### config.mk
export PLATFORM = sky130hd
export DESIGN_NAME = iax_engine
export DESIGN_NICKNAME = d
export VERILOG_FILES = /design/src/rtl/iax_pkg.sv /design/src/rtl/iax_xfer.sv /design/src/rtl/iax_snap.sv /design/src/rtl/iax_stat.sv /design/src/rtl/iax_engine.sv
export SDC_FILE = /design/constraint.sdc
export NUM_CORES = 1
export LEC_CHECK = 0
export ABC_AREA = 0
export BUFFER_PORTS_ARGS = -buffer_cell sky130_fd_sc_hd__buf_2
export CAP_MARGIN = 20
export CORE_ASPECT_RATIO = 1.5
export CORE_MARGIN = 4
export CORE_UTILIZATION = 35
export CTS_CLUSTER_SIZE = 28
export DETAILED_ROUTE_END_ITERATION = 16
export PLACE_DENSITY = 0.63
export SYNTH_ARGS = -nofsm -noshare
export SYNTH_HDL_FRONTEND = slang
export SYNTH_SLANG_ARGS = --single-unit
### constraint.sdc
create_clock -name clk -period 4.7 [get_ports clk]
set_input_delay 0.47 -clock clk [delete_from_list [all_inputs] [get_ports clk]]
set_output_delay 0.47 -clock clk [all_outputs]
set_load 0.005 [all_outputs]
### src/rtl/iax_pkg.sv
`timescale 1ns/1ps
package iax_pkg;
  localparam int unsigned RA_W = 3;
  localparam logic [RA_W-1:0] RA_WADDR = 3'd0;
  localparam logic [RA_W-1:0] RA_WDATA = 3'd1;
  localparam logic [RA_W-1:0] RA_XCMD  = 3'd2;
  localparam logic [RA_W-1:0] RA_CCMD  = 3'd3;
  localparam logic [RA_W-1:0] RA_CSNAP = 3'd4;
  localparam logic [RA_W-1:0] RA_STAT  = 3'd5;
  localparam logic [RA_W-1:0] RA_IEN   = 3'd6;

  localparam int unsigned SB_XFER = 0;
  localparam int unsigned SB_SNAP = 1;
  localparam int unsigned SB_EV0  = 2;

  typedef enum logic [1:0] {XS_IDLE, XS_ISSUE, XS_WAIT} xfer_st_e;
endpackage

### src/rtl/iax_xfer.sv
`timescale 1ns/1ps
module iax_xfer import iax_pkg::*; #(
  parameter int unsigned AW = 12,
  parameter int unsigned DW = 32
) (
  input  logic          clk,
  input  logic          rst_n,
  input  logic          waddr_we,
  input  logic          wdata_we,
  input  logic          cmd_we,
  input  logic [DW-1:0] wdat,
  input  logic          st_done,
  input  logic [DW-1:0] st_rdata,
  output logic [AW-1:0] win_addr,
  output logic [DW-1:0] win_data,
  output logic          ready,
  output logic          busy,
  output logic          done,
  output logic          st_req,
  output logic          st_we,
  output logic [AW-1:0] st_addr,
  output logic [DW-1:0] st_wdata
);
  xfer_st_e      st_q, st_d;
  logic          ready_q, ready_d;
  logic          dir_q, dir_d;
  logic [AW-1:0] addr_q, addr_d;
  logic [DW-1:0] data_q, data_d;
  logic          start;

  assign start = cmd_we && wdat[0];

  always_comb begin
    st_d    = st_q;
    ready_d = ready_q;
    dir_d   = dir_q;
    addr_d  = addr_q;
    data_d  = data_q;
    done    = 1'b0;
    case (st_q)
      XS_IDLE: begin
        if (waddr_we) addr_d = wdat[AW-1:0];
        if (wdata_we) data_d = wdat;
        if (start) begin
          st_d    = XS_ISSUE;
          ready_d = 1'b0;
          dir_d   = wdat[1];
        end
      end
      XS_ISSUE: st_d = XS_WAIT;
      XS_WAIT: begin
        if (st_done) begin
          st_d    = XS_IDLE;
          ready_d = 1'b1;
          done    = 1'b1;
          if (!dir_q) data_d = st_rdata;
        end
      end
      default: st_d = XS_IDLE;
    endcase
  end

  always_ff @(posedge clk or negedge rst_n) begin
    if (!rst_n) begin
      st_q    <= XS_IDLE;
      ready_q <= 1'b1;
      dir_q   <= 1'b0;
      addr_q  <= '0;
      data_q  <= '0;
    end else begin
      st_q    <= st_d;
      ready_q <= ready_d;
      dir_q   <= dir_d;
      addr_q  <= addr_d;
      data_q  <= data_d;
    end
  end

  assign win_addr = addr_q;
  assign win_data = data_q;
  assign ready    = ready_q;
  assign busy     = (st_q != XS_IDLE);
  assign st_req   = (st_q == XS_ISSUE);
  assign st_we    = dir_q;
  assign st_addr  = addr_q;
  assign st_wdata = data_q;

  assert_start_clears_ready_R4: assert property (@(posedge clk) disable iff (!rst_n)
    (!busy && start) |=> (!ready && st_req));
  assert_ready_on_done_R4: assert property (@(posedge clk) disable iff (!rst_n)
    (st_q == XS_WAIT && st_done) |=> (ready && !busy));
  assert_busy_not_ready_R4: assert property (@(posedge clk) disable iff (!rst_n)
    busy |-> !ready);
  assert_single_req_R2: assert property (@(posedge clk) disable iff (!rst_n)
    st_req |=> !st_req);
  assert_window_locked_R5: assert property (@(posedge clk) disable iff (!rst_n)
    busy |=> $stable(win_addr));
endmodule

### src/rtl/iax_snap.sv
`timescale 1ns/1ps
module iax_snap #(
  parameter int unsigned CW   = 24,
  parameter int unsigned NCNT = 4,
  localparam int unsigned IW  = (NCNT > 1) ? $clog2(NCNT) : 1
) (
  input  logic               clk,
  input  logic               rst_n,
  input  logic               cmd_we,
  input  logic [IW-1:0]      idx,
  input  logic [NCNT*CW-1:0] cnt_live,
  output logic [CW-1:0]      snap,
  output logic               ready,
  output logic               done
);
  logic [CW-1:0] cnt_a [NCNT];
  logic          pend_q, pend_d;
  logic          ready_q, ready_d;
  logic [IW-1:0] idx_q, idx_d;
  logic [CW-1:0] snap_q, snap_d;
  logic [CW-1:0] sel;

  for (genvar k = 0; k < NCNT; k++) begin : g_unpack
    assign cnt_a[k] = cnt_live[k*CW +: CW];
  end

  always_comb begin
    sel = '0;
    for (int k = 0; k < NCNT; k++) begin
      if (idx_q == IW'(k)) sel = cnt_a[k];
    end
  end

  always_comb begin
    pend_d  = pend_q;
    ready_d = ready_q;
    idx_d   = idx_q;
    snap_d  = snap_q;
    done    = 1'b0;
    if (pend_q) begin
      snap_d  = sel;
      pend_d  = 1'b0;
      ready_d = 1'b1;
      done    = 1'b1;
    end else if (cmd_we) begin
      idx_d   = idx;
      pend_d  = 1'b1;
      ready_d = 1'b0;
    end
  end

  always_ff @(posedge clk or negedge rst_n) begin
    if (!rst_n) begin
      pend_q  <= 1'b0;
      ready_q <= 1'b1;
      idx_q   <= '0;
      snap_q  <= '0;
    end else begin
      pend_q  <= pend_d;
      ready_q <= ready_d;
      idx_q   <= idx_d;
      snap_q  <= snap_d;
    end
  end

  assign snap  = snap_q;
  assign ready = ready_q;

  assert_cmd_clears_ready_R6: assert property (@(posedge clk) disable iff (!rst_n)
    (!pend_q && cmd_we) |=> !ready);
  assert_ready_after_copy_R6: assert property (@(posedge clk) disable iff (!rst_n)
    pend_q |=> ready);
  assert_snap_stable_R6: assert property (@(posedge clk) disable iff (!rst_n)
    !pend_q |=> $stable(snap));
endmodule

### src/rtl/iax_stat.sv
`timescale 1ns/1ps
module iax_stat #(
  parameter int unsigned NS = 6
) (
  input  logic          clk,
  input  logic          rst_n,
  input  logic [NS-1:0] set,
  input  logic          stat_we,
  input  logic          ien_we,
  input  logic [NS-1:0] wdat,
  output logic [NS-1:0] stat,
  output logic [NS-1:0] ien,
  output logic          irq
);
  logic [NS-1:0] stat_q, stat_d;
  logic [NS-1:0] ien_q, ien_d;

  always_comb begin
    stat_d = stat_q;
    if (stat_we) stat_d = stat_q & wdat;
    stat_d = stat_d | set;
    ien_d  = ien_we ? wdat : ien_q;
  end

  always_ff @(posedge clk or negedge rst_n) begin
    if (!rst_n) begin
      stat_q <= '0;
      ien_q  <= '0;
    end else begin
      stat_q <= stat_d;
      ien_q  <= ien_d;
    end
  end

  assign stat = stat_q;
  assign ien  = ien_q;
  assign irq  = |(stat_q & ien_q);

  assert_sticky_R7: assert property (@(posedge clk) disable iff (!rst_n)
    !stat_we |=> ((stat & $past(stat)) == $past(stat)));
  assert_set_wins_R8: assert property (@(posedge clk) disable iff (!rst_n)
    (|set) |=> ((stat & $past(set)) == $past(set)));
  assert_zero_clears_R8: assert property (@(posedge clk) disable iff (!rst_n)
    (stat_we && set == '0) |=> ((stat & ~$past(wdat)) == '0));
  assert_irq_gated_R9: assert property (@(posedge clk) disable iff (!rst_n)
    (ien == '0) |-> !irq);
endmodule

### src/rtl/iax_engine.sv
`timescale 1ns/1ps
module iax_engine import iax_pkg::*; #(
  parameter int unsigned AW   = 12,
  parameter int unsigned DW   = 32,
  parameter int unsigned CW   = 24,
  parameter int unsigned NCNT = 4,
  parameter int unsigned NEV  = 4,
  localparam int unsigned NS  = SB_EV0 + NEV,
  localparam int unsigned IW  = (NCNT > 1) ? $clog2(NCNT) : 1
) (
  input  logic               clk,
  input  logic               rst_n,
  input  logic [RA_W-1:0]    reg_addr,
  input  logic               reg_we,
  input  logic [DW-1:0]      reg_wdata,
  output logic [DW-1:0]      reg_rdata,
  input  logic [NEV-1:0]     ev_in,
  input  logic [NCNT*CW-1:0] cnt_live,
  output logic               st_req,
  output logic               st_we,
  output logic [AW-1:0]      st_addr,
  output logic [DW-1:0]      st_wdata,
  input  logic [DW-1:0]      st_rdata,
  input  logic               st_done,
  output logic               irq
);
  logic [1:0]    rs_q;
  logic          rst_i_n;
  logic          we_waddr, we_wdata, we_xcmd, we_ccmd, we_stat, we_ien;
  logic [AW-1:0] win_addr;
  logic [DW-1:0] win_data;
  logic          x_ready, x_busy, x_done;
  logic [CW-1:0] snap;
  logic          c_ready, c_done;
  logic [NS-1:0] stat, ien, set_v;

  always_ff @(posedge clk or negedge rst_n) begin
    if (!rst_n) rs_q <= 2'b00;
    else        rs_q <= {rs_q[0], 1'b1};
  end
  assign rst_i_n = rs_q[1];

  assign we_waddr = reg_we && (reg_addr == RA_WADDR);
  assign we_wdata = reg_we && (reg_addr == RA_WDATA);
  assign we_xcmd  = reg_we && (reg_addr == RA_XCMD);
  assign we_ccmd  = reg_we && (reg_addr == RA_CCMD);
  assign we_stat  = reg_we && (reg_addr == RA_STAT);
  assign we_ien   = reg_we && (reg_addr == RA_IEN);

  iax_xfer #(.AW(AW), .DW(DW)) u_xfer (
    .clk(clk), .rst_n(rst_i_n),
    .waddr_we(we_waddr), .wdata_we(we_wdata), .cmd_we(we_xcmd), .wdat(reg_wdata),
    .st_done(st_done), .st_rdata(st_rdata),
    .win_addr(win_addr), .win_data(win_data),
    .ready(x_ready), .busy(x_busy), .done(x_done),
    .st_req(st_req), .st_we(st_we), .st_addr(st_addr), .st_wdata(st_wdata)
  );

  iax_snap #(.CW(CW), .NCNT(NCNT)) u_snap (
    .clk(clk), .rst_n(rst_i_n),
    .cmd_we(we_ccmd), .idx(reg_wdata[IW-1:0]), .cnt_live(cnt_live),
    .snap(snap), .ready(c_ready), .done(c_done)
  );

  always_comb begin
    set_v          = '0;
    set_v[SB_XFER] = x_done;
    set_v[SB_SNAP] = c_done;
    set_v[NS-1:SB_EV0] = ev_in;
  end

  iax_stat #(.NS(NS)) u_stat (
    .clk(clk), .rst_n(rst_i_n),
    .set(set_v), .stat_we(we_stat), .ien_we(we_ien), .wdat(reg_wdata[NS-1:0]),
    .stat(stat), .ien(ien), .irq(irq)
  );

  always_comb begin
    reg_rdata = '0;
    case (reg_addr)
      RA_WADDR: reg_rdata[AW-1:0] = win_addr;
      RA_WDATA: reg_rdata         = win_data;
      RA_XCMD:  reg_rdata[1:0]    = {x_busy, x_ready};
      RA_CCMD:  reg_rdata[0]      = c_ready;
      RA_CSNAP: reg_rdata[CW-1:0] = snap;
      RA_STAT:  reg_rdata[NS-1:0] = stat;
      RA_IEN:   reg_rdata[NS-1:0] = ien;
      default:  reg_rdata         = '0;
    endcase
  end

  assert_irq_needs_status_R9: assert property (@(posedge clk) disable iff (!rst_i_n)
    irq |-> (stat != '0));
  assert_done_sets_status_R7: assert property (@(posedge clk) disable iff (!rst_i_n)
    x_done |=> stat[SB_XFER]);
endmodule

Word level (Yosys, flattened, before mapping) --
Index checks and enable logic that the tools add are counted. W data, S select, Z words.
Storage, ports and cells: bits in registers 90, input bits 171, output and inout port bits 79, word-level logic and storage cells 79
Cells by class: equal/unequal tests 15, mux-type cells 28, bitwise operators 4, reductions and logical operators 20
Operators by type and width (count):
- $mux W24 | 4
- $mux W32 | 3
- $pmux W32 S2 | 1
- $pmux W12 S2 | 1
- $pmux W4 S5 | 1
- $pmux W6 S3 | 1
- $and A6 B6 Y6 | 2
- $eq A3 B3 Y1 const B | 3
- $mux W1 | 9
- $mux W8 | 1
- $reduce_and A2 Y1 | 4
- $logic_and A1 B1 Y1 | 7
- $pmux W1 S7 | 1
- $eq A2 B2 Y1 const B | 3
- $eq A3 B2 Y1 const B | 2
- $mux W6 | 1
- $or A6 B6 Y6 | 1
- $pmux W1 S6 | 1
- $pmux W2 S3 | 1
- $reduce_bool A2 Y1 | 3
- $reduce_or A6 Y1 | 1
- $eq A2 B1 Y1 const B | 2
- $logic_not A2 Y1 | 2
- $mux W2 | 2
- other kinds (8) | 10

Longest topological paths before layout --
Gate-level depths: netlist of run 1.
word-level depth 5, gate-level depth with buffers 6, gate-level depth less buffers 3

Cells and area by module --
From an unflattened synthesis of run 1, not the netlist that was laid out.
Second synthesis, totals: cells, all modules 493, area total of the unflattened synthesis 5766.8 um2
Modules (own cells, without submodules):
- iax_xfer | times used 1, cells an instance 193, area each 2663.8 um2, sequential area each 1202.4 um2
- iax_snap | times used 1, cells an instance 145, area each 1752.9 um2, sequential area each 701.9 um2
- iax_engine | times used 1, cells an instance 120, area each 838.3 um2, sequential area each 50.0 um2
- iax_stat | times used 1, cells an instance 35, area each 511.7 um2, sequential area each 300.3 um2

Worst setup path before layout of run 1 --
No wires, ideal clock.
path type input to output, from in reg_addr[1], to out reg_rdata[1], arrival time 1320 ps, required time 4230 ps, setup slack 2910 ps, cell stages on the path 5, path buffers 2, cells stage by stage clkbuf_2 -> buf_2 -> nor2_1 -> a2111o_1 -> o221ai_1
On the way: word-level cells in the longest chain between the ends 2, elaborated cells on any way between the ends 7, classes of those cells eq/ne (5); mux (1); reduce/logical (1)
RTL lines:
- from (decl) | RTL line iax_engine.sv:13 | input logic [RA_W-1:0] reg_addr,
- $eq A3 B3 Y1 (tied with other cells) | RTL line iax_engine.sv:80 | case (reg_addr)
- $pmux W1 S6 (*) | RTL line iax_engine.sv:80
- to (decl) | RTL line iax_engine.sv:16 | output logic [DW-1:0] reg_rdata,
Every way passes the cells marked *; elsewhere a longest branch is shown, timed or not.

Worst setup path after layout of run 1 --
from in reg_addr[0], to out reg_rdata[1]
Same word-level chain as after synthesis.

==> impl_metrics.py, run 1 <==
metrics = {
    "critical_path": {
        "crit_fanout": 24,
        "r2r_setup_slack_ns": 2.57,
        "critPathBufInv": 2,
        "r2r-start": "u_xfer.st_q[0]$_DFFE_PN0P_",
        "crit_path_end_kind": "output port",
        "max_stage_delay_ns": 0.44,
        "cpMaxStageDelayCell": "nor2b_2",
        "reg2regPathDepth": 4,
        "required_ns": 4.23,
        "worstPathCellList": "buf_2, nor2b_2, a22oi_1, o221ai_1, buf_2",
        "startpoint": "reg_addr[0]",
        "path_class": "in2out",
        "cp.depth": 5,
        "reg2reg_to": "u_xfer.st_wdata[27]$_DFFE_PN0P_",
        "cp-endpoint": "reg_rdata[1]",
        "cp_top_family": "buffers and inverters",
        "crit_top_cell": "buf_2",
        "start_kind": "input port",
        "cp.arrival_ns": 1.90,
    },
    "yosys": {
        "synth_edf_count": 0,
        "synth_nets": 546,
        "synth.area.mux_share_pct": 39.3,
        "synthAdderAreaFrac_pct": 0,
        "syn_inst": 375,
        "ys_seq_area_share_pct": 43.0,
        "syn_area_per_cell_um2": 14.0,
        "syn_area_um2": 5240,
        "yosys_warnings": 0,
        "synth_compound_area_share_pct": 7.00,
        "synthArstFlopShare_pct": 100,
        "synth_top_flop_cell": "dfrtp_1",
        "synth-simple-area-share_pct": 6.04,
        "yosys.cell_types.count": 38,
        "synthXorXnorAreaFrac_pct": 0,
        "ys_seq_elements": 90,
        "synth_top_family_by_area": "multiplexers",
    },
    "pwr": {
        "internal_power_mw": 2.01,
        "p_per_area_nw_per_um2": 409,
        "combPwrFrac_pct": 29.0,
        "power.leakage_nw": 3.32,
        "netSwitchingFraction_pct": 29.3,
        "p_clk_share_pct": 27.7,
        "vdd_drop_max_mv": 0.180,
        "switchingPower_mw": 0.832,
        "p_seq_share_pct": 43.3,
    },
    "route": {
        "via_per_inst": 5.07,
        "totalWireLength_mm": 16.1,
        "wl_met1_mm": 6.59,
        "top_layer_used": "met4",
        "wl_met2_mm": 8.22,
        "wl_per_cell_um": 19.8,
        "vias": 4124,
        "drc": 0,
        "first_pass_iters": 4,
        "final_antenna_net_count": 0,
        "dr_wl_met3_um": 822,
        "drt-initial-drc-count": 237,
    },
    "clock_network": {
        "postCtsSetupRepairBufs": 0,
        "clk_path_buf_depth": 2,
        "cts_tree": "built",
        "insertion_delay_ns": 0.34,
        "cts_buffers": 9,
        "ctsResizeCount": 0,
        "postCtsHoldBufs": 1,
        "cts-root-buf": "clkbuf_16",
        "clk_pin_slew_worst_paths_ns": 0.06,
        "cts_sinks": 90,
        "htreeDepth": 3,
    },
    "final_layout": {
        "area_growth_pct": 32.7,
        "fin_nets": 784,
        "layout-drive-gt1-share_pct": 68.0,
        "fin_util_pct": 47.6,
        "multiInputGateArea_um2": 2750,
        "n_antenna_cell": 0,
        "n_fill_cell": 1354,
        "final-seq-area_um2": 2260,
    },
    "global_routing": {
        "grt_pass1_wl_mm": 23.7,
        "grt_pass1_vias": 4359,
        "antenna_found_initial": 0,
        "grt_max_degree": 59,
        "track_usage_pct": 18.4,
        "overflow": 0,
    },
    "floorplan": {
        "initial_core_util_pct": 35.9,
        "core_area_um2": 14600,
        "dieArea_um2": 17000,
        "floorplan.die.width_um": 108,
        "num_rows": 54,
        "dieHeight_um": 158,
        "io_pins": 250,
    },
    "timing": {
        "fmax_mhz": 421,
        "worst_pin_slew_ns": 1.10,
        "period_needed_ns": 2.37,
        "fin_tns_setup_ns": 0,
        "final-setup-viol-count": 0,
        "hold_violations": 0,
        "rsz0062_at_grt": "no",
        "final_max_slew_viol_count": 0,
        "fin_skew_ns": 0.00663,
        "finalCritPeriodShare_pct": 50.5,
        "slew_headroom_pct": 26.9,
    },
    "place": {
        "gp_congestion": 0.807,
        "numPortBuffers": 249,
        "dp_hpwl_mm": 12.7,
    },
    "min_path": {
        "hold_path.class": "reg2async",
    },
    "job": {
        "drv_cap": 0,
    },
    "run_status": {
        "status": "finished clean",
    },
}
-- per-stage QoR --
stage	worst slack (ns)	cell area [um^2]	hold WS [ns]	instances	power, mW
final	2.33	6950	0.280	814	2.84
after floorplan	2.01	5240	0.174	375	1.71
after CTS	2.29	6900	0.301	812	2.87
after global routing	2.18	6950	0.321	814	3.00
after global placement	2.18	6540	0.257	794	2.04
after detailed placement	2.07	6570	0.259	795	2.08
-- how the worst min path moves through the flow --
| stage | slack, ns | cells after the start | to | start |
|---|---|---|---|---|
| 2_1_floorplan | 0.17 | 0 | rs_q[0]$_DFF_PN0_ | rst_n |
| 3_3_place_gp | 0.26 | 1 | rs_q[0]$_DFF_PN0_ | rst_n |
| 3_5_place_dp | 0.26 | 1 | rs_q[0]$_DFF_PN0_ | rst_n |
| 4_1_cts | 0.30 | 0 | u_xfer.st_addr[3]$_DFFE_PN0P_ | rs_q[1]$_DFF_PN0_ |
| 5_1_grt | 0.32 | 0 | u_xfer.st_addr[3]$_DFFE_PN0P_ | rs_q[1]$_DFF_PN0_ |
| 6_report | 0.28 | 0 | u_xfer.st_addr[3]$_DFFE_PN0P_ | rs_q[1]$_DFF_PN0_ |
-- state kept, by name, summed over array words and instances, names as in the netlist --
signal,count
u_snap.idx_q,2
u_snap.snap,24
u_snap.pend_q,1
u_stat.stat,6
u_xfer.st_we,1
rs_q,2
u_xfer.ready,1
u_stat.ien,6
u_xfer.st_q,2
u_xfer.st_wdata,32
u_xfer.st_addr,12
u_snap.ready,1
-- cells in the mapped netlist, drive strengths merged, types with 2 or more instances --
cell | instances | share of area, %
o22a | 4 | 0.67
mux2 | 115 | 28
clkbuf | 6 | 0.45
o22ai | 4 | 0.48
nand3 | 2 | 0.19
mux4 | 25 | 11
and2 | 8 | 0.96
nand2 | 9 | 0.69
inv | 3 | 0.21
dfrtp | 88 | 42
mux2i | 5 | 0.96
nor2 | 23 | 1.6
o221ai | 2 | 0.33
nor2b | 6 | 0.76
buf | 23 | 3.9
o21ai | 7 | 0.67
nand2b | 5 | 0.60
nand4b | 2 | 0.33
a22oi | 26 | 3.7
dfstp | 2 | 1.0
-- power groups by stage --
stage	combinational [mW]	sequential, mW	clock, mW
global placement	0.799	1.24	0
CTS	0.837	1.23	0.807
global route	0.897	1.26	0.839
detailed placement	0.833	1.24	0
floorplan	0.556	1.15	0
finish	0.825	1.23	0.788
-- kinds of logic (layout without fill, tap and decap cells) --
logic type / after synthesis / count (layout)
AOI/OAI and AO/OA: 48 / 48
buffers and inverters: 32 / 275
DFF: 90 / 90
muxes: 145 / 145
other: 1 / 1
and+or+nand+nor: 59 / 59
-- per-layer routing --
layer	vias up	track usage, %
met3	26	2.73
li1	1884	-
met2	166	31.1
met4	0	8.78
met1	2048	23.1
met5	-	0
-- layout make-up --
cell class	count	share of cell area [%]
Inverter	3	0.162
Timing Repair Buffer	256	19.5
Multi-Input combinational cell	253	39.6
Clock inverter	7	1.46
Sequential cell	90	32.5
Tap cell	196	3.53
Clock buffer	9	3.24
-- placed cells by master, fill, tap and decap left out, drive strengths merged, types with 2 or more instances in the layout --
| cell | instances |
|---|---|
| o221ai | 2 |
| mux2 | 115 |
| bufinv | 2 |
| clkinvlp | 2 |
| mux4 | 25 |
| inv | 5 |
| nor2 | 23 |
| clkbuf | 9 |
| nand3 | 2 |
| mux2i | 5 |
| o22ai | 4 |
| dfrtp | 88 |
| a22oi | 26 |
| nor2b | 6 |
| nand4b | 2 |
| and2 | 8 |
| nand2b | 5 |
| dfstp | 2 |
| buf | 255 |
| o21ai | 7 |
| nand2 | 9 |
| o22a | 4 |
Power figures use the tool's default switching activity.
==> run 2, diff against run 1 <==
==> constraint.sdc (replaced) <==
create_clock -name clk -period 2.3 [get_ports clk]
set_input_delay 0.23 -clock clk [delete_from_list [all_inputs] [get_ports clk]]
set_output_delay 0.23 -clock clk [all_outputs]
set_load 0.005 [all_outputs]
==> impl_metrics.py, run 2 (synthesis results as in run 1) <==
metrics = {
    "run_status": {
        "status": "finished clean",
    },
    "route": {
        "drt-initial-drc-count": 182,
        "totalWireLength_mm": 16.0,
        "final_antenna_net_count": 0,
        "drc": 0,
        "vias": 4115,
        "first_pass_iters": 6,
        "wl_per_cell_um": 19.5,
        "via_per_inst": 5.01,
    },
    "critical_path": {
        "cp.arrival_ns": 2.10,
        "required_ns": 2.53,
        "path_class": "reg2reg",
        "crit_fanout": 27,
        "start_kind": "flip-flop",
        "crit_path_end_kind": "flip-flop",
    },
    "floorplan": {
        "core_area_um2": 14600,
        "num_rows": 54,
        "dieArea_um2": 17000,
        "dieHeight_um": 158,
        "floorplan.die.width_um": 108,
        "initial_core_util_pct": 35.9,
        "io_pins": 250,
    },
    "final_layout": {
        "n_antenna_cell": 0,
        "largest_reg_flops": 32,
        "n_fill_cell": 1380,
        "fin_nets": 791,
        "multiInputGateArea_um2": 2750,
        "layout-drive-gt1-share_pct": 68.3,
        "final-seq-area_um2": 2260,
        "layout_common_cells": "buf_2 (249), dfrtp_1 (86), mux2_2 (75), mux2_4 (40), a22oi_1 (26)",
        "layout_commonest_cell": "buf_2",
        "area_growth_pct": 33.9,
    },
    "place": {
        "numPortBuffers": 249,
        "gp_congestion": 0.821,
        "dp_hpwl_mm": 12.8,
    },
    "timing": {
        "fin_hold_ws_ns": 0.0933,
        "period_needed_ns": 1.87,
        "worst_pin_slew_ns": 0.549,
        "fmax_mhz": 534,
        "slew_headroom_pct": 63.3,
        "fin_tns_setup_ns": 0,
        "finalCritPeriodShare_pct": 81.4,
        "hold_violations": 0,
        "rsz0062_at_grt": "no",
        "final_max_slew_viol_count": 0,
        "final-setup-viol-count": 0,
        "fin_skew_ns": 0.00857,
    },
    "pwr": {
        "switchingPower_mw": 1.67,
        "p_clk_share_pct": 28.0,
        "p_per_area_nw_per_um2": 835,
        "internal_power_mw": 4.19,
        "power.leakage_nw": 3.37,
        "combPwrFrac_pct": 30.8,
        "netSwitchingFraction_pct": 28.5,
        "vdd_drop_max_mv": 0.310,
        "p_seq_share_pct": 41.3,
    },
    "clock_network": {
        "cts_sinks": 90,
        "cts-root-buf": "clkbuf_16",
        "clk_path_buf_depth": 2,
        "cts_buffers": 9,
        "clk_pin_slew_worst_paths_ns": 0.07,
        "htreeDepth": 3,
        "postCtsSetupRepairBufs": 0,
        "insertion_delay_ns": 0.34,
        "cts_tree": "built",
    },
    "global_routing": {
        "grt_pass1_vias": 4391,
        "grt_pass1_wl_mm": 24.1,
        "antenna_found_initial": 0,
        "overflow": 0,
        "grt_max_degree": 47,
        "track_usage_pct": 18.6,
    },
    "min_path": {
        "hold_path.class": "in2reg",
    },
    "job": {
        "drv_cap": 0,
    },
}
[run 2: cell count changes in the layout (fill, tap and decap cells not counted)]
cell        previous run  this run
buf_4                  3         9
buf_12                 1         4
buf_16                 2         0
clkbuf_8               0         2
clkinv_4               1         3
clkinvlp_4             2         0
inv_6                  2         0
[run 2: timing repair]
item                       CTS  global route
resized for setup            0             0
setup endpoints to repair    0             0
hold endpoints to repair     2             0
hold buffers                 1             0
[run 2: cell type report]
class	count	area share [%]
Inverter	3	0.161
Multi-Input combinational cell	253	39.3
Clock inverter	5	1.23
Clock buffer	11	3.60
Timing Repair Buffer	263	20.0
Tap cell	196	3.50
Sequential cell	90	32.2
[run 2: path summary, 6_finish.rpt]
path	startpoint	end	slack, ns	cells after the start
max reg2reg	u_xfer.st_q[1]$_DFFE_PN0P_	u_xfer.st_wdata[19]$_DFFE_PN0P_	0.43	4
min reg2reg	rs_q[1]$_DFF_PN0_	u_xfer.st_addr[3]$_DFFE_PN0P_	0.20	0
min in group asynchronous	rs_q[1]$_DFF_PN0_	u_xfer.st_addr[3]$_DFFE_PN0P_	0.20	0
max	u_xfer.st_q[1]$_DFFE_PN0P_	u_xfer.st_wdata[19]$_DFFE_PN0P_	0.43	4
min	ev_in[1]	u_stat.stat[3]$_DFF_PN0_	0.09	2
max in group asynchronous	rs_q[1]$_DFF_PN0_	u_xfer.st_wdata[8]$_DFFE_PN0P_	1.45	1
[run 2: power by group through the flow]
stage / Combinational (mW) / Clock, mW / Sequential (mW)
final: 1.80 / 1.64 / 2.42
after global routing: 1.96 / 1.75 / 2.48
after CTS: 1.84 / 1.68 / 2.41
after detailed placement: 1.83 / 0 / 2.44
after global placement: 1.79 / 0 / 2.43
after floorplan: 1.14 / 0 / 2.35
[run 2: stage by stage]
stage               utilization [%]  std cells  instance area [um^2]  total power [mW]  setup slack, ns
CTS                            48.0        821                  7010              5.93            0.432
floorplan                         -        375                  5240              3.49            0.723
detailed placement             45.7        804                  6660              4.27            0.417
finish                         48.0        821                  7010              5.86            0.427
global placement               45.7        804                  6660              4.22            0.475
global route                   48.0        821                  7010              6.19            0.354
[run 2: worst max-delay path: stages (launching register included)]
cell and delay [ns]:
dfrtp_1 0.48, nor2b_4 0.37, buf_12 0.24, mux2_2 0.38, mux2_4 0.26
[run 2: routing by layer]
metal  share of wire [%]  global-route usage [%]  wire, um  vias up
met5                   0                       0         0        -
met4                 2.6                    7.88       419        0
met3                 5.9                    3.43       950       26
met2                  52                    31.3      8280      163
met1                  40                    23.3      6390     2024
li1                    -                       -         -     1902
==> run 3, diff against run 2 <==
==> constraint.sdc (replaced) <==
create_clock -name clk -period 1.85 [get_ports clk]
set_input_delay 0.185 -clock clk [delete_from_list [all_inputs] [get_ports clk]]
set_output_delay 0.185 -clock clk [all_outputs]
set_load 0.005 [all_outputs]
==> impl_metrics.py, run 3 (synthesis results as in run 1) <==
metrics = {
    "critical_path": {
        "worstPathCellList": "nor2_1, a2111o_1, o221ai_1, buf_2",
        "path_class": "reg2out",
        "critPathBufInv": 1,
        "cp.arrival_ns": 1.57,
        "cpMaxStageDelayCell": "dfrtp_1",
        "required_ns": 1.66,
        "crit_fanout": 5,
        "max_stage_delay_ns": 0.45,
        "start_kind": "flip-flop",
        "crit_path_end_kind": "output port",
        "cp_top_family": "compound AO/OA/AOI/OAI gates",
    },
    "route": {
        "vias": 4187,
        "first_pass_iters": 4,
        "dr_wl_met3_um": 986,
        "top_layer_used": "met4",
        "final_antenna_net_count": 0,
        "via_per_inst": 5.01,
        "wl_per_cell_um": 19.0,
        "drc": 0,
        "drt-initial-drc-count": 196,
        "wl_met2_mm": 8.36,
        "wl_met1_mm": 6.21,
        "totalWireLength_mm": 15.9,
    },
    "pwr": {
        "combPwrFrac_pct": 31.1,
        "switchingPower_mw": 2.09,
        "p_per_area_nw_per_um2": 1020,
        "netSwitchingFraction_pct": 28.7,
        "internal_power_mw": 5.17,
        "p_seq_share_pct": 41.6,
        "p_clk_share_pct": 27.4,
        "power.leakage_nw": 3.41,
        "vdd_drop_max_mv": 0.410,
    },
    "clock_network": {
        "cts-root-buf": "clkbuf_16",
        "cts_buffers": 9,
        "htreeDepth": 3,
        "clk_path_buf_depth": 2,
        "insertion_delay_ns": 0.33,
        "clk_pin_slew_worst_paths_ns": 0.07,
        "cts_sinks": 90,
        "cts_tree": "built",
    },
    "global_routing": {
        "grt_pass1_wl_mm": 23.7,
        "grt_pass1_vias": 4355,
        "track_usage_pct": 18.2,
        "grt_max_degree": 89,
        "overflow": 0,
        "antenna_found_initial": 3,
    },
    "min_path": {
        "hold_path.class": "in2reg",
    },
    "floorplan": {
        "floorplan.die.width_um": 108,
        "initial_core_util_pct": 35.9,
        "io_pins": 250,
        "num_rows": 54,
        "core_area_um2": 14600,
        "dieHeight_um": 158,
        "dieArea_um2": 17000,
    },
    "job": {
        "drv_cap": 0,
    },
    "final_layout": {
        "layout_common_cells": "buf_2 (249), dfrtp_1 (85), mux2_2 (75), mux2_4 (40), a22oi_1 (26)",
        "fin_util_pct": 48.5,
        "layout-drive-gt1-share_pct": 68.9,
        "layout_commonest_cell": "buf_2",
        "area_growth_pct": 35.3,
        "largest_reg_flops": 32,
        "fin_nets": 802,
    },
    "timing": {
        "fin_tns_setup_ns": 0,
        "fin_skew_ns": 0.00557,
        "final_max_slew_viol_count": 0,
        "period_needed_ns": 1.75,
        "hold_violations": 0,
        "setup_slack_ns": 0.0981,
        "fmax_mhz": 571,
        "final-setup-viol-count": 0,
        "rsz0062_at_grt": "no",
        "finalCritPeriodShare_pct": 94.7,
    },
    "place": {
        "numPortBuffers": 249,
        "dp_hpwl_mm": 12.8,
        "gp_congestion": 0.817,
        "post-place-ws_ns": 0.0568,
    },
    "run_status": {
        "status": "finished clean",
    },
}
## run 3: cell count changes in the layout (fill, tap and decap cells not counted), sizes merged
cell	change
buf	+11
clkinvlp	+1
diode	+3
clkinv	-1
## run 3: timing repair
action	4_1_cts	5_1_grt
hold buffers	1	0
endpoints found under the hold margin	2	0
setup buffers	0	3
setup endpoints to repair	0	25
gates resized for setup	0	1
## run 3: worst paths after layout
path | depth (start not counted) | slack [ns] | startpoint | end
min in group asynchronous | 2 | 0.17 | rst_n | rs_q[1]$_DFF_PN0_
min reg2reg | 0 | 0.35 | rs_q[0]$_DFF_PN0_ | rs_q[1]$_DFF_PN0_
min | 2 | 0.06 | ev_in[3] | u_stat.stat[5]$_DFF_PN0_
max | 4 | 0.1 | u_xfer.st_q[1]$_DFFE_PN0P_ | reg_rdata[1]
max in group asynchronous | 1 | 1.12 | rs_q[1]$_DFF_PN0_ | u_xfer.ready$_DFFE_PN1P_
max reg2reg | 4 | 0.12 | u_xfer.st_q[1]$_DFFE_PN0P_ | u_xfer.st_wdata[20]$_DFFE_PN0P_
## run 3: area by class of cell
class | instances | area, um^2
Antenna cell | 3 | 7.51
Clock inverter | 5 | 77.6
Clock buffer | 11 | 243
Fill cell | 1367 | 7510
Inverter | 3 | 11.3
Tap cell | 196 | 245
Timing Repair Buffer | 274 | 1490
Sequential cell | 90 | 2260
Multi-Input combinational cell | 253 | 2750
## run 3: worst reg2reg max path, cell delays in order (launching register included)
cell and delay (ns):
dfrtp_1 0.44, nor4b_4 0.39, o2bb2ai_4 0.21, buf_12 0.23
mux2_4 0.33
## run 3: metal layers
layer	track usage (%)	vias up
met4	6.68	0
met5	0	-
met2	30.7	176
met3	3.75	17
met1	23.0	2077
li1	-	1917
## run 3: power by group through the flow
stage	Clock, mW	Sequential, mW	Combinational [mW]
final	1.99	3.02	2.25
after global routing	2.12	3.08	2.45
after global placement	0	3.02	2.23
after detailed placement	0	3.04	2.30
after CTS	2.04	3.01	2.30
after floorplan	0	2.92	1.41
## run 3: stage by stage
stage                     std cells  hold slack (ns)  power [mW]  cell area (um^2)
after floorplan                 375           -0.111        4.34              5240
after global placement          812          -0.0245        5.25              6720
after detailed placement        812          -0.0221        5.33              6720
after CTS                       829           0.0427        7.35              7050
after global routing            835           0.0401        7.65              7080
final                           835           0.0590        7.26              7080
